==> config.mk <==
export PLATFORM = sky130hd
export DESIGN_NAME = mp_irq_ctrl
export DESIGN_NICKNAME = d
export VERILOG_FILES = /design/src/rtl/mp_irq_pkg.sv /design/src/rtl/mp_irq_dev_map.sv /design/src/rtl/mp_irq_prio_enc.sv /design/src/rtl/mp_irq_soft_bank.sv /design/src/rtl/mp_irq_ctrl.sv
export SDC_FILE = /design/constraint.sdc
export NUM_CORES = 1
export LEC_CHECK = 0
export BUFFER_PORTS_ARGS = -buffer_cell sky130_fd_sc_hd__clkbuf_2
export CAP_MARGIN = 20
export CORE_UTILIZATION = 51
export DETAILED_ROUTE_END_ITERATION = 16
export PLACE_DENSITY_LB_ADDON = 0.15
export SYNTH_ARGS = -nofsm -noshare
export SYNTH_HDL_FRONTEND = slang
export SYNTH_HIERARCHICAL = 1
export SYNTH_SLANG_ARGS = --single-unit
==> constraint.sdc <==
create_clock -name clk -period 2.9 [get_ports clk]
set_input_delay 0.58 -clock clk [delete_from_list [all_inputs] [get_ports clk]]
set_output_delay 0.58 -clock clk [all_outputs]
set_load 0.005 [all_outputs]
==> src/rtl/mp_irq_pkg.sv <==
package mp_irq_pkg;

    localparam int REG_W      = 32;
    localparam int LVL_W      = 4;
    localparam int NUM_LVL    = 16;
    localparam int MASTER_BIT = 31;
    localparam int TIMER_LVL  = 14;

    // global register word offsets
    localparam int A_DEV_PEND = 0;
    localparam int A_MASK     = 1;
    localparam int A_MASK_CLR = 2;
    localparam int A_MASK_SET = 3;
    localparam int A_TARGET   = 4;

    // per-processor region
    localparam int CPU_BASE   = 8;
    localparam int CPU_STRIDE = 4;
    localparam int O_PEND     = 0;
    localparam int O_CLR      = 1;
    localparam int O_SET      = 2;

    // Fixed level assigned to each device bit; 0 means no request.
    function automatic logic [LVL_W-1:0] dev_bit_level(input int unsigned b);
        logic [LVL_W-1:0] l;
        case (b)
            7:       l = 4'd2;
            8:       l = 4'd3;
            9:       l = 4'd5;
            10:      l = 4'd7;
            11:      l = 4'd9;
            12:      l = 4'd11;
            14:      l = 4'd12;
            15:      l = 4'd12;
            16:      l = 4'd6;
            17:      l = 4'd13;
            18:      l = 4'd4;
            19:      l = 4'd10;
            20:      l = 4'd8;
            22:      l = 4'd11;
            30:      l = 4'd9;
            default: l = 4'd0;
        endcase
        return l;
    endfunction

endpackage

==> src/rtl/mp_irq_dev_map.sv <==
module mp_irq_dev_map
    import mp_irq_pkg::*;
#(
    parameter int N_DEV = REG_W,
    parameter int N_LVL = NUM_LVL
) (
    input  logic [N_DEV-1:0] dev_act,
    output logic [N_LVL-1:0] lvl_req
);

    always_comb begin
        lvl_req = '0;
        for (int b = 0; b < N_DEV; b++) begin
            if (dev_act[b] && (dev_bit_level(b) != '0)) begin
                lvl_req[dev_bit_level(b)] = 1'b1;
            end
        end
    end

endmodule

==> src/rtl/mp_irq_prio_enc.sv <==
module mp_irq_prio_enc #(
    parameter int N_LVL = 16,
    localparam int L_W  = $clog2(N_LVL)
) (
    input  logic [N_LVL-1:0] req,
    output logic [L_W-1:0]   lvl
);

    // level 0 never counts as a request; the highest set index wins
    always_comb begin
        lvl = '0;
        for (int i = 1; i < N_LVL; i++) begin
            if (req[i]) begin
                lvl = L_W'(i);
            end
        end
    end

endmodule

==> src/rtl/mp_irq_soft_bank.sv <==
module mp_irq_soft_bank
    import mp_irq_pkg::*;
#(
    parameter int W     = REG_W,
    parameter int N_LVL = NUM_LVL,
    localparam int HALF = W / 2
) (
    input  logic             clk,
    input  logic             rst_n,
    input  logic             set_we,
    input  logic             clr_we,
    input  logic [W-1:0]     wdata,
    output logic [W-1:0]     bits,
    output logic [N_LVL-1:0] lvl_req
);

    typedef struct packed {
        logic [W-1:0] bits;
    } bank_t;

    bank_t st_d, st_q;

    always_comb begin
        st_d = st_q;
        if (set_we) begin
            st_d.bits = st_d.bits | wdata;
        end
        if (clr_we) begin
            st_d.bits = st_d.bits & ~wdata;
        end
    end

    always_ff @(posedge clk) begin
        if (!rst_n) begin
            st_q <= '0;
        end else begin
            st_q <= st_d;
        end
    end

    assign bits = st_q.bits;

    // hard bit x and soft bit HALF+x both request level x
    generate
        for (genvar x = 0; x < N_LVL; x++) begin : g_req
            if (x == 0 || x >= HALF) begin : g_none
                assign lvl_req[x] = 1'b0;
            end else begin : g_lvl
                assign lvl_req[x] = st_q.bits[x] | st_q.bits[HALF + x];
            end
        end
    endgenerate

endmodule

==> src/rtl/mp_irq_ctrl.sv <==
module mp_irq_ctrl
    import mp_irq_pkg::*;
#(
    parameter int NUM_CPU = 4,
    parameter int ADDR_W  = 5,
    localparam int TGT_W  = (NUM_CPU > 1) ? $clog2(NUM_CPU) : 1
) (
    input  logic                     clk,
    input  logic                     rst_n,
    input  logic                     wr_en,
    input  logic                     rd_en,
    input  logic [ADDR_W-1:0]        addr,
    input  logic [REG_W-1:0]         wdata,
    output logic [REG_W-1:0]         rdata,
    input  logic [REG_W-1:0]         dev_irq,
    input  logic [NUM_CPU-1:0]       cpu_timer,
    output logic [LVL_W*NUM_CPU-1:0] cpu_level
);

    typedef struct packed {
        logic [REG_W-1:0]                mask;
        logic [TGT_W-1:0]                target;
        logic [REG_W-1:0]                rdata;
        logic [NUM_CPU-1:0][LVL_W-1:0]   level;
    } glob_t;

    glob_t st_d, st_q;

    logic [REG_W-1:0]             mask_cur;
    logic [TGT_W-1:0]             target_cur;
    logic [REG_W-1:0]             dev_act;
    logic [NUM_LVL-1:0]           dev_req;
    logic [NUM_CPU-1:0]           bank_set_we;
    logic [NUM_CPU-1:0]           bank_clr_we;
    logic [NUM_CPU*REG_W-1:0]     cpu_bits;
    logic [NUM_CPU-1:0][REG_W-1:0] cpu_pend_rd;
    logic [NUM_CPU-1:0][LVL_W-1:0] cpu_lvl_now;

    assign mask_cur   = st_q.mask;
    assign target_cur = st_q.target;

    // device lines pass only when their mask bit and the master bit are clear
    assign dev_act = dev_irq & ~mask_cur & {REG_W{~mask_cur[MASTER_BIT]}};

    mp_irq_dev_map #(
        .N_DEV (REG_W),
        .N_LVL (NUM_LVL)
    ) i_dev_map (
        .dev_act (dev_act),
        .lvl_req (dev_req)
    );

    generate
        for (genvar c = 0; c < NUM_CPU; c++) begin : g_cpu
            localparam int ABASE = CPU_BASE + c * CPU_STRIDE;

            logic [NUM_LVL-1:0] soft_req;
            logic [NUM_LVL-1:0] all_req;
            logic [NUM_LVL-1:0] tmr_req;

            assign bank_set_we[c] = wr_en && (addr == ADDR_W'(ABASE + O_SET));
            assign bank_clr_we[c] = wr_en && (addr == ADDR_W'(ABASE + O_CLR));

            mp_irq_soft_bank #(
                .W     (REG_W),
                .N_LVL (NUM_LVL)
            ) i_bank (
                .clk     (clk),
                .rst_n   (rst_n),
                .set_we  (bank_set_we[c]),
                .clr_we  (bank_clr_we[c]),
                .wdata   (wdata),
                .bits    (cpu_bits[c*REG_W +: REG_W]),
                .lvl_req (soft_req)
            );

            assign tmr_req = cpu_timer[c] ? (NUM_LVL'(1) << TIMER_LVL) : '0;
            assign all_req = soft_req | tmr_req
                           | ((target_cur == TGT_W'(c)) ? dev_req : '0);

            assign cpu_pend_rd[c] = cpu_bits[c*REG_W +: REG_W]
                                  | (cpu_timer[c] ? (REG_W'(1) << TIMER_LVL) : '0);

            mp_irq_prio_enc #(
                .N_LVL (NUM_LVL)
            ) i_prio (
                .req (all_req),
                .lvl (cpu_lvl_now[c])
            );
        end
    endgenerate

    always_comb begin
        logic [REG_W-1:0] rd_val;

        st_d = st_q;

        // mask write aliases and target
        if (wr_en && (addr == ADDR_W'(A_MASK_SET))) begin
            st_d.mask = st_q.mask | wdata;
        end
        if (wr_en && (addr == ADDR_W'(A_MASK_CLR))) begin
            st_d.mask = st_q.mask & ~wdata;
        end
        if (wr_en && (addr == ADDR_W'(A_TARGET))) begin
            st_d.target = wdata[TGT_W-1:0];
        end

        // read mux
        rd_val = '0;
        if (addr == ADDR_W'(A_DEV_PEND)) rd_val = dev_irq;
        if (addr == ADDR_W'(A_MASK))     rd_val = st_q.mask;
        if (addr == ADDR_W'(A_TARGET))   rd_val = REG_W'(st_q.target);
        for (int c = 0; c < NUM_CPU; c++) begin
            if (addr == ADDR_W'(CPU_BASE + c * CPU_STRIDE + O_PEND)) begin
                rd_val = cpu_pend_rd[c];
            end
        end
        if (rd_en) begin
            st_d.rdata = rd_val;
        end

        st_d.level = cpu_lvl_now;
    end

    always_ff @(posedge clk) begin
        if (!rst_n) begin
            st_q.mask   <= '1;
            st_q.target <= '0;
            st_q.rdata  <= '0;
            st_q.level  <= '0;
        end else begin
            st_q <= st_d;
        end
    end

    assign rdata     = st_q.rdata;
    assign cpu_level = st_q.level;

endmodule

* Word level (Yosys, flattened, before mapping)
Cells that the tools add are included.
** Word-level totals
- Word-level logic and storage cells :: 339
- Bits of input ports :: 77
- Register bits after elaboration :: 210
** Cells by class
- Magnitude comparators :: 30
- Multiplexer cells :: 149
- Bitwise operators :: 101
- Equality and inequality tests :: 19
- Reduce and logical (&&, ||, !) cells :: 29
** Operator list (count)
- 32-bit 2-to-1 mux :: 17
- 16-bit 2-to-1 mux :: 19
- 16-bit bitwise OR :: 18
- 4-bit 2-to-1 mux :: 47
- 32-bit bitwise AND :: 5
- 32-bit bitwise OR :: 5
- 32-bit by 15-bit bitwise OR with 32-bit output :: 4
- 15-bit 2-to-1 mux :: 8
- 4-bit by 5-bit < comparator with 1-bit output, second input constant :: 15
- 16-bit by 15-bit bitwise OR with 16-bit output :: 4
- 31-bit bitwise AND :: 2
- 1-bit demux with 4-bit select :: 15
- 4-bit by 1-bit >= comparator with 1-bit output, second input constant :: 15
- 1-bit bitwise OR :: 60
- 3-bit 2-to-1 mux :: 16
- 32-bit NOT :: 1
- 31-bit NOT :: 1
- 5-bit by 4-bit equality test with 1-bit output, second input constant :: 6
- 5-bit equality test, second input constant :: 6
- 1-bit logical AND :: 26
- 1-bit 2-to-1 mux :: 19
- 2-bit 2-to-1 mux :: 8
- 5-bit by 2-bit equality test with 1-bit output, second input constant :: 2
- 5-bit by 1-bit equality test with 1-bit output, second input constant :: 1
- other kinds (7) :: 8

* Depth between registers and ports, before layout
- Word-level depth :: 54
- Depth in mapped cells :: 9
- Gate-level depth less buffers :: 7

* Hierarchy
Netlist, hierarchy kept.
** By module, submodules not included
- mp_irq_ctrl :: cells an instance 795, seq. area each 1641.6 um2, instances 1, area each 6078.3 um2
- mp_irq_soft_bank :: cells an instance 123, seq. area each 640.6 um2, instances 4, area each 1386.3 um2
- mp_irq_prio_enc :: cells an instance 25, seq. area each 0.0 um2, instances 4, area each 141.4 um2
- mp_irq_dev_map :: cells an instance 17, seq. area each 0.0 um2, instances 1, area each 120.1 um2

* Worst setup path before layout
OpenSTA, ideal clock, no wires.
- Path type :: input -> register
- Start :: input addr[3]
- End :: register g_cpu[0].i_bank.st_q (netlist bit g_cpu[0].i_bank/bits[12])
- Data arrival time :: 2.414 ns
- Library setup time :: 0.079 ns
- Buffers on the path :: 4
- Data required time :: 2.821 ns
- Setup slack :: 0.407 ns
- Stages :: 8
- Path through :: buf_2 clkbuf_1 clkbuf_1 nand2_1 nor4_1 buf_6 a21oi_1 a211oi_2
** Between the ends
- Longest elaborated chain between the ends :: 5
- Elaborated cells between the ends (all ways) :: 7
- Those cells by class :: eq/ne (2); mux (2); bitwise (1); reduce/logical (2)
** Ends and longest elaborated chain
- start: declaration :: line mp_irq_ctrl.sv:12 : input logic [ADDR_W-1:0] addr,
- 5-bit by 4-bit equality test with 1-bit output * :: line mp_irq_ctrl.sv:61 : assign bank_set_we[c] = wr_en && (addr == ADDR_W'(ABASE + O_SET));
- 1-bit logical AND * :: line mp_irq_ctrl.sv:61
- named net bank_set_we[0] :: line mp_irq_ctrl.sv:33 : logic [NUM_CPU-1:0] bank_set_we;
- 32-bit 2-to-1 mux * :: line mp_irq_soft_bank.sv:25 : if (set_we) begin
- 32-bit bitwise AND :: line mp_irq_soft_bank.sv:29 : st_d.bits = st_d.bits & ~wdata;
- 32-bit 2-to-1 mux * :: line mp_irq_soft_bank.sv:28 : if (clr_we) begin
- end signal: assignment :: line mp_irq_soft_bank.sv:37 : st_q <= st_d;
- end: declaration :: line mp_irq_soft_bank.sv:21 : bank_t st_d, st_q;
Mark *: on every way through the listed nets, which the timed path passes. The rest lies on a longest branch.
A chain may end at the register's enable or synchronous reset.

==> results.json <==
{
  "clkLatencyLatePin_ps": 530,
  "crit_path_end_kind": "flop",
  "p_int_mw": 4.83,
  "dpl.cell_count": 1735,
  "rsz0062_at_grt": "no",
  "path_max_fanout": 9,
  "syn_inst": 1374,
  "startpoint_type": "flop",
  "wl_met1_um": 19100,
  "cts_htree_levels": 1,
  "max_cap_viol_count": 0,
  "cts_resized": 0,
  "fin_skew_ps": 9.19,
  "via_count": 11400,
  "comb_power_share_pct": 10.7,
  "period_needed_ps": 2310,
  "drive_above_1_share_pct": 29.9,
  "worstReg2RegEnd": "cpu_level[14]",
  "avgSynthCellArea_um2": 8.81,
  "critPathKind": "flop to flop",
  "clk_pin_slew_ps": 60,
  "clockPowerShare_pct": 44.5,
  "finalCritPeriodShare_pct": 79.7,
  "finalNonFillerCells": 1778,
  "worst_pin_slew_ps": 822,
  "holdPathStages": 2,
  "finalSetupTns_ps": 0,
  "wire_per_inst_um": 24.8,
  "core.rowCount": 55,
  "fmax_ghz": 0.433,
  "grt_pass1_vias": 10800,
  "cts_tree": "yes",
  "syn_to_final_growth_pct": 13.0,
  "drt-initial-drc-count": 1247,
  "antenna_found_initial": 0,
  "peakVddDrop_mv": 0.330,
  "port_buffers": 124,
  "crit_required_ps": 3320,
  "finalSetupViolCount": 0,
  "wl_met3_um": 3350,
  "power_leakage_nw": 5.51,
  "final_common_cell": "dfxtp_1",
  "gr-total-overflow": 0,
  "fin_ws_ps": 588,
  "outcome": "complete, no violations",
  "slew_violations": 0,
  "cts_root_buf": "clkbuf_16",
  "met2WireLength_um": 19000,
  "clockBufferDepth": 3,
  "ys_warn_count": 6,
  "initial_core_util_pct": 52.6,
  "num_antenna_cells": 0,
  "grt_util_all_layers_pct": 36.5,
  "cts_buffers": 24,
  "hold_violations": 0,
  "synth.cell_area_um2": 12100,
  "io_pins": 125,
  "crit_slowest_cell": "dfxtp_1",
  "final_nets": 1525,
  "switchingPower_mw": 1.76,
  "hp-class": "input pin to flop",
  "critPathArrivalTime_ps": 2730,
  "wirelength_um": 44100,
  "post-cts-setup-buffers": 0,
  "ant_nets": 0,
  "switching_share_pct": 26.6,
  "gp_congestion": 0.979,
  "coreArea_um2": 23000,
  "die_area_um2": 24300,
  "grt_pass1_wl_um": 66900,
  "die_x_um": 156,
  "powerDensity_nw_per_um2": 482,
  "reg2reg_depth": 7,
  "grt_max_degree": 63,
  "cts_hold_buf": 0,
  "dr.pass1.iters": 5,
  "die_y_um": 156,
  "crit_end": "cpu_level[14]",
  "critical-path-max-stage-delay_ps": 540,
  "seqPwrFrac_pct": 44.9,
  "mostFrequentLayoutCells": "210 x dfxtp_1, 129 x a21oi_1, 121 x clkbuf_2",
  "slew_headroom_pct": 45.1,
  "crit_chain": "buf_4 > nor3b_1 > or2_1 > a21o_1 > nor4_1 > o21ai_0 > and2_1",
  "r2r_slack_ps": 590,
  "post-place-ws_ps": 398,
  "vias_per_cell": 6.42,
  "highest_layer": "met4",
  "route.detailed.drc": 0,
  "dp_hpwl_um": 29200,
  "cts_sinks": 210
}
[metal layers]
metal	global-route usage [%]	up-vias
met5	0	-
met4	20.7	0
li1	-	5173
met3	4.14	154
met1	49.9	5454
met2	55.8	642
[power groups by stage]
stage | Combinational, mW | Clock, mW | Sequential (mW)
after floorplan | 0.383 | 0 | 3.01
after global placement | 0.678 | 0 | 3.02
after detailed placement | 0.684 | 0 | 3.02
after CTS | 0.687 | 2.96 | 2.95
after global routing | 0.743 | 3.08 | 2.96
final | 0.702 | 2.93 | 2.96
[through the flow]
step / power, mW / instance area (um2) / hold WS [ps] / utilization (%)
detailed placement: 3.70 / 12900 / 465 / 56.2
finish: 6.59 / 13700 / 405 / 59.5
global placement: 3.70 / 12900 / 460 / 56.2
CTS: 6.60 / 13700 / 395 / 59.5
global route: 6.78 / 13700 / 422 / 59.5
floorplan: 3.39 / 12100 / 446 / -
[worst max-delay path: cells and delay by family (launching register included)]
family | cells | cell delay, ps
and+or+nand+nor | 4 | 990
DFF | 1 | 540
AOI/OAI and AO/OA | 2 | 430
buffers and inverters | 1 | 230
[how the worst min path moves through the flow]
stage / start / end
2_1_floorplan: flop / flop
3_5_place_dp: flop / flop
3_3_place_gp: flop / flop
6_report: wdata[3] / g_cpu[1].i_bank/bits[3]
4_1_cts: wdata[17] / g_cpu[2].i_bank/bits[17]
5_1_grt: wdata[6] / g_cpu[2].i_bank/bits[6]
[cell type report]
cell class	instances	area, um2
Clock buffer	36	707
Clock inverter	7	41.3
Fill cell	2112	9310
Inverter	38	143
Multi-Input combinational cell	998	7050
Sequential cell	210	4200
Tap cell	313	392
Timing Repair Buffer	176	1130
No activity file was read; power rests on OpenSTA's default activity.
